### src/rtl/vwr_pkg.sv
package vwr_pkg;
  typedef enum logic [1:0] {SEQ_IDLE, SEQ_LOW, SEQ_CHECK} seq_st_t;
  typedef enum logic [1:0] {ACK_OFF, ACK_WAIT, ACK_ON} ack_st_t;
endpackage

### src/rtl/vwr_ack_chan.sv
module vwr_ack_chan #(
  parameter bit GATED = 1'b1
) (
  input  logic clk,
  input  logic rst,
  input  logic warn_i,
  input  logic evt_i,
  input  logic quiet_i,
  input  logic rearm_i,
  output logic ack_o
);
  import vwr_pkg::*;

  ack_st_t st;
  logic    ok_now;

  // an ungated channel never waits for a quiesce report
  assign ok_now = quiet_i || !GATED;

  always_ff @(posedge clk) begin
    if (rst) begin
      st <= ACK_OFF;
    end else if (!warn_i) begin
      st <= ACK_OFF;
    end else begin
      case (st)
        ACK_OFF:  if (evt_i || rearm_i) st <= ok_now ? ACK_ON : ACK_WAIT;
        ACK_WAIT: if (ok_now) st <= ACK_ON;
        default:  st <= st;
      endcase
    end
  end

  assign ack_o = (st == ACK_ON);
endmodule

### src/rtl/vwr_link_seq.sv
module vwr_link_seq #(
  parameter int SR_W    = 8,
  parameter int LOW_CYC = 2
) (
  input  logic            clk,
  input  logic            rst,
  input  logic            link_rst_i,
  input  logic            full_off_i,
  output logic [SR_W-1:0] soft_rst_o,
  output logic            boot_done_o,
  output logic            boot_ok_o,
  output logic            rearm_o
);
  import vwr_pkg::*;

  localparam int LOW_N = (LOW_CYC < 2) ? 2 : LOW_CYC;
  localparam int CNT_W = $clog2(LOW_N + 1);

  seq_st_t    st;
  logic [CNT_W-1:0] cnt;

  always_ff @(posedge clk) begin
    if (rst) begin
      st          <= SEQ_CHECK;
      cnt         <= '0;
      soft_rst_o  <= '1;
      boot_done_o <= 1'b0;
      boot_ok_o   <= 1'b0;
    end else begin
      if (link_rst_i) begin
        st         <= SEQ_LOW;
        cnt        <= CNT_W'(LOW_N - 1);
        soft_rst_o <= '0;
      end else begin
        case (st)
          SEQ_LOW: begin
            if (cnt == '0) begin
              soft_rst_o <= '1;
              st         <= SEQ_CHECK;
            end else begin
              cnt <= cnt - 1'b1;
            end
          end
          SEQ_CHECK: begin
            st <= SEQ_IDLE;
            if (!boot_ok_o && !full_off_i) begin
              boot_done_o <= 1'b1;
              boot_ok_o   <= 1'b1;
            end
          end
          default: st <= SEQ_IDLE;
        endcase
      end
      if (full_off_i) begin
        boot_done_o <= 1'b0;
        boot_ok_o   <= 1'b0;
      end
    end
  end

  assign rearm_o = (st == SEQ_CHECK) && !link_rst_i;
endmodule

### src/rtl/vwr_responder.sv
module vwr_responder #(
  parameter int SR_W    = 8,
  parameter int LOW_CYC = 2
) (
  input  logic            clk,
  input  logic            rst,
  input  logic            sus_warn_i,
  input  logic            sus_evt_i,
  input  logic            hrst_warn_i,
  input  logic            hrst_evt_i,
  input  logic            oob_warn_i,
  input  logic            oob_evt_i,
  input  logic            periph_quiet_i,
  input  logic            oob_quiet_i,
  input  logic            link_rst_i,
  input  logic            full_off_i,
  output logic            sus_ack_o,
  output logic            hrst_ack_o,
  output logic            oob_ack_o,
  output logic            boot_done_o,
  output logic            boot_ok_o,
  output logic [SR_W-1:0] soft_rst_o
);
  localparam int         NCH       = 3;
  // channel 0 suspend, 1 host reset, 2 out-of-band reset
  localparam logic [NCH-1:0] GATE_MASK = 3'b110;

  logic [NCH-1:0] warn_v, evt_v, quiet_v, rearm_v, ack_v;
  logic           seq_rearm;

  assign warn_v  = {oob_warn_i, hrst_warn_i, sus_warn_i};
  assign evt_v   = {oob_evt_i, hrst_evt_i, sus_evt_i};
  assign quiet_v = {oob_quiet_i, periph_quiet_i, 1'b1};
  assign rearm_v = {1'b0, 1'b0, seq_rearm};

  vwr_link_seq #(.SR_W(SR_W), .LOW_CYC(LOW_CYC)) seq_i (
    .clk         (clk),
    .rst         (rst),
    .link_rst_i  (link_rst_i),
    .full_off_i  (full_off_i),
    .soft_rst_o  (soft_rst_o),
    .boot_done_o (boot_done_o),
    .boot_ok_o   (boot_ok_o),
    .rearm_o     (seq_rearm)
  );

  for (genvar g = 0; g < NCH; g++) begin : g_chan
    vwr_ack_chan #(.GATED(GATE_MASK[g])) chan_i (
      .clk     (clk),
      .rst     (rst),
      .warn_i  (warn_v[g]),
      .evt_i   (evt_v[g]),
      .quiet_i (quiet_v[g]),
      .rearm_i (rearm_v[g]),
      .ack_o   (ack_v[g])
    );
  end

  assign sus_ack_o  = ack_v[0];
  assign hrst_ack_o = ack_v[1];
  assign oob_ack_o  = ack_v[2];
endmodule

### config.mk
export PLATFORM = sky130hd
export DESIGN_NAME = vwr_responder
export DESIGN_NICKNAME = d
export VERILOG_FILES = /design/src/rtl/vwr_pkg.sv /design/src/rtl/vwr_ack_chan.sv /design/src/rtl/vwr_link_seq.sv /design/src/rtl/vwr_responder.sv
export SDC_FILE = /design/constraint.sdc
export NUM_CORES = 1
export LEC_CHECK = 0
export BUFFER_PORTS_ARGS = -buffer_cell sky130_fd_sc_hd__clkbuf_2
export CORE_AREA = 2 2 39 41
export DETAILED_ROUTE_END_ITERATION = 16
export DIE_AREA = 0 0 41 43
export GPL_TIMING_DRIVEN = 0
export PLACE_DENSITY = 0.75
export REMOVE_ABC_BUFFERS = 1
export SYNTH_ARGS = -nofsm -noshare
export SYNTH_HDL_FRONTEND = slang
export SYNTH_SLANG_ARGS = --single-unit
export TNS_END_PERCENT = 5
### constraint.sdc
create_clock -name clk -period 1.7 [get_ports clk]
set_input_delay 0 -clock clk [delete_from_list [all_inputs] [get_ports clk]]
set_output_delay 0 -clock clk [all_outputs]
set_load 0.03 [all_outputs]
== Word level (Yosys, flattened, before mapping) ==
Index checks and enable logic that the tools add are counted.
Word-level totals
  flip-flop bits (word level): 19
  word-level logic and storage cells: 75
Cells by class
  eq/ne operators: 15
  bitwise operators: 5
  reductions and logical operators: 27
  mux-type cells: 19
  add/sub/neg operators: 1
Operators by type and width (count)
  2-to-1 mux 8 bit: 3
  2-to-1 mux 2 bit: 10
  case mux 2 bit (2 select lines): 3
  inequality test 2 bit, second input constant: 5
  nonzero test 2 bit: 5
  OR reduction 2 bit: 5
  AND reduction 3 bit: 3
  == test 2 x 1 -> 1 bit, second input constant: 4
  == test 2 bit, second input constant: 4
  zero test 2 bit: 4
  AND reduction 2 bit: 4
  NOT 1 bit: 5
  zero test 1 bit: 3
  2-to-1 mux 1 bit: 3
  inequality test 3 x 2 -> 1 bit, second input constant: 1
  logical AND 1 bit: 2
  inequality test 2 x 1 -> 1 bit, second input constant: 1
  subtractor 2 x 1 -> 2 bit, second input constant: 1
  logical OR 1 bit: 1

== Depth between registers and ports, before layout ==
  depth in word-level cells: 5
  gate-level depth with buffers: 5

== By module ==
From an unflattened synthesis, not the netlist that was laid out.
Second synthesis, totals
  cells, all modules: 56
  area, all modules: 536.8 µm²
By module, submodules not included
  vwr_link_seq: cells each 31, times used 1, area each 301.5 µm²
  vwr_ack_chan (g_chan[1].chan_i ...): cells each 10, times used 2, area each 92.6 µm²
  vwr_ack_chan (g_chan[0].chan_i): cells each 3, times used 1, area each 42.5 µm²
  vwr_responder: cells each 2, times used 1, area each 7.5 µm²

== Worst setup path after synthesis ==
OpenSTA, ideal clock, no wires.
  kind: reg-to-reg
  start point: register seq_i.cnt[0]
  end point: register seq_i.cnt[1]
  setup time: 103 ps
  arrival time: 1141 ps
  clock period less this slack: 1245 ps
  cell stages (with the launch flop): 6
  path slack: 455 ps
  buffers on the path: 0
  required time: 1597 ps
  cells stage by stage: dfxtp_1 -> inv_1 -> ha_1 -> nor3b_2 -> nor2_1 -> a2111oi_2
Between the ends
  cells in the longest elaborated chain, start to end: 3
RTL lines
  from (decl): line vwr_link_seq.sv:20  | logic [CNT_W-1:0] cnt;
  from (signal assigned): line vwr_link_seq.sv:32  | cnt <= CNT_W'(LOW_N - 1);
  from (signal assigned): line vwr_link_seq.sv:41  | cnt <= cnt - 1'b1;
  parallel branches: the longest is 3 deep, another holds subtractor 2 x 1 -> 2 bit
Parallel ways; which one is timed is not known.
A chain may end at the register's enable or synchronous reset.

== Final worst setup path ==
Ends and elaborated chain as after synthesis.

==> impl_metrics.py <==
metrics = {
    "clock_tree": {
        "cts_tree": "yes",
        "cts_sinks": 11,
        "ctsHoldBuffers": 8,
        "h-tree-depth": 1,
        "cts_resized": 0,
        "clkTransAtPathRegs_ns": 0.06,
        "post_cts_buffers": 0,
        "cts_made_buffers": 3,
        "root_buffer": "clkbuf_4",
        "clk_latency_ns": 0.26,
        "max-clock-path-buffers": 2,
    },
    "synth": {
        "ys.warnings.count": 0,
        "yosysSeqAreaShare": 0.426,
        "synth_top_area_share": 0.426,
        "synth_cells": 56,
        "yosysTopAreaCell": "dfxtp_1",
        "synth_edf_count": 0,
        "ys_types": 18,
        "synth_common_cells": "11 x dfxtp_1, 8 x buf_4, 6 x a21oi_1, 6 x nor2_1, 5 x inv_1",
        "synthTopCellsByArea": "dfxtp_1 43%, buf_4 12%, a21oi_1 5.8%",
        "syn_area_per_cell_um2": 9.23,
        "ys_async_sr_fraction": 0,
        "synthesis.area_um2": 517,
        "ys_ff_latch": 11,
        "synth_flop_cell": "dfxtp_1",
        "synth_most_common_cell": "dfxtp_1",
    },
    "die": {
        "core_area_um2": 1380,
        "rows": 14,
        "die_w_um": 41,
        "ios": 25,
        "chipHeight_um": 43,
        "die_area_um2": 1760,
        "start_util": 0.373,
    },
    "placement": {
        "place_hpwl_um": 660,
        "globalplace.congestion": 0.663,
        "port_buffers": 24,
        "placed_area_um2": 593,
    },
    "worst_hold_path": {
        "hold_path_depth": 2,
        "hold_end": "seq_i.cnt[0]",
        "hp-start": "rst",
        "hp-class": "input pin to register",
    },
    "grt": {
        "overflow": 0,
        "grt_pass1_vias": 389,
        "grt_antenna_before_repair": 0,
        "grtUsageTotal": 0.130,
        "grt_pass1_wl_um": 1500,
        "grt_max_degree": 10,
    },
    "routing": {
        "wl_um": 909,
        "drt_first_iter_violations": 1,
        "drc": 0,
        "route.vias.total": 453,
        "drt-vias-per-instance": 4.58,
        "routedWlPerCell_um": 9.18,
        "ant_nets": 0,
        "first_pass_iters": 2,
    },
    "critical_path": {
        "end_kind": "register",
        "path_cells": "inv_1, ha_1, nor3b_2, nor2_1, a2111oi_2",
        "r2r-end": "seq_i.cnt[1]",
        "slowest_stage": "dfxtp_1",
        "rrSetupSlack_ns": 0.37,
        "critPathMaxFanout": 2,
        "path_class": "register to register",
        "startpoint_type": "register",
        "cp.arrival_ns": 1.49,
        "slowest_delay_ns": 0.35,
        "rr_worst_depth": 5,
        "timing.rr.start": "seq_i.cnt[0]",
        "crit_required_ns": 1.86,
    },
    "timing": {
        "fmax_mhz": 754,
        "fin_crit_ns": 1.33,
        "max_slew_margin": 0.819,
        "finalCritPeriodShare": 0.780,
        "rsz0062_at_grt": "no",
        "slew_violations": 0,
        "whs_ns": 0.0439,
        "hold_viol": 0,
        "finalSetupViolations": 0,
        "fin_skew_ns": 0.00417,
        "worst_slew_pin_slew_ns": 0.271,
        "tns_ns": 0,
    },
    "layout": {
        "nets": 98,
        "syn_to_final_growth_pct": 35.4,
        "fill_cells": 132,
        "drive_above_1_share": 0.386,
        "fin_area_um2": 699,
        "diodes": 0,
    },
    "job": {
        "max_cap_viol_count": 0,
    },
    "pwr": {
        "leakagePower_uw": 0.000318,
        "vdd_drop_max_uv": 618,
        "power.density_nw_per_um2": 823,
    },
    "outcome": {
        "outcome": "finished, final reports clean",
    },
}
-- sequential cells by signal (all words and copies together) (netlist names) --
signal and count:
g_chan.chan_i.st 5, seq_i.cnt 2, seq_i.st 2, seq_i.boot_done_o 1, seq_i.soft_rst_o 1
-- area by class of cell --
class	count	area (um2)	share of cell area
flip-flops and latches	11	220	0.315
multi-input cells	31	214	0.306
clock buffers	4	26.3	0.0376
inverters	5	18.8	0.0268
well taps	16	20.0	0.0286
repair buffers	32	200	0.286
-- report_power, final --
part | switching [uW] | leakage (uW) | total [uW] | internal, uW
Clock | 81.3 | 0.0000150 | 172 | 90.6
Combinational | 72.2 | 0.000212 | 123 | 51.2
Sequential | 10.3 | 0.0000907 | 281 | 270
-- per-layer routing --
layer  vias up  GRT usage  wire length (um)
li1        234          -                 -
met1       196      0.151               377
met2        19      0.194               417
met3         4     0.0157                77
met4         0      0.120                36
met5         -          0                 0
-- through the flow --
| stage | util | instances | total power, uW | worst slack, ns |
|---|---|---|---|---|
| 4_1_cts | 0.505 | 99 | 580 | 0.361 |
| 6_report | 0.505 | 99 | 576 | 0.374 |
| 5_1_grt | 0.505 | 99 | 605 | 0.193 |
| 3_3_place_gp | 0.429 | 87 | 394 | 0.391 |
| 3_5_place_dp | 0.429 | 87 | 397 | 0.382 |
| 2_1_floorplan | - | 47 | 357 | -0.439 |
-- cells by family after synthesis --
family | Yosys count | synth area share
simple gates | 15 | 0.182
compound gates | 13 | 0.167
buf+inv | 14 | 0.160
flops | 11 | 0.426
fa+ha+maj | 2 | 0.0484
xor+xnor | 1 | 0.0170
-- worst max-delay path, delay by kind of cell, from the launching register on --
kind | cells | cell delay, ns
flip-flops | 1 | 0.35
adder cells (fa/ha/maj) | 1 | 0.22
AND/OR/NAND/NOR | 2 | 0.29
buffers and inverters | 1 | 0.06
AO/OA/AOI/OAI | 1 | 0.31
-- placed cells by master (no fill, tap or decap) --
master / n
a2111oi_2: 1
a211oi_1: 2
a21oi_1: 6
a31o_2: 1
and2b_2: 1
clkbuf_1: 1
clkbuf_2: 24
clkbuf_4: 3
dfxtp_1: 11
dlygate4sd3_1: 8
ha_1: 2
inv_1: 5
nand2b_1: 2
nor2_1: 6
nor3_1: 2
nor3b_1: 2
nor3b_2: 2
o21ai_0: 2
o21bai_1: 1
xnor2_1: 1
-- worst max path at each step --
stage                              startpoint             endpoint  cells after the start
after floorplan           seq_i.soft_rst_o[6]  seq_i.soft_rst_o[6]                      2
after global placement           seq_i.cnt[0]         seq_i.cnt[1]                      5
after detailed placement         seq_i.cnt[0]         seq_i.cnt[1]                      5
after CTS                        seq_i.cnt[0]         seq_i.cnt[1]                      5
after global routing             seq_i.cnt[0]         seq_i.cnt[1]                      5
final                            seq_i.cnt[0]         seq_i.cnt[1]                      5
(Power assumes the default switching activity.)
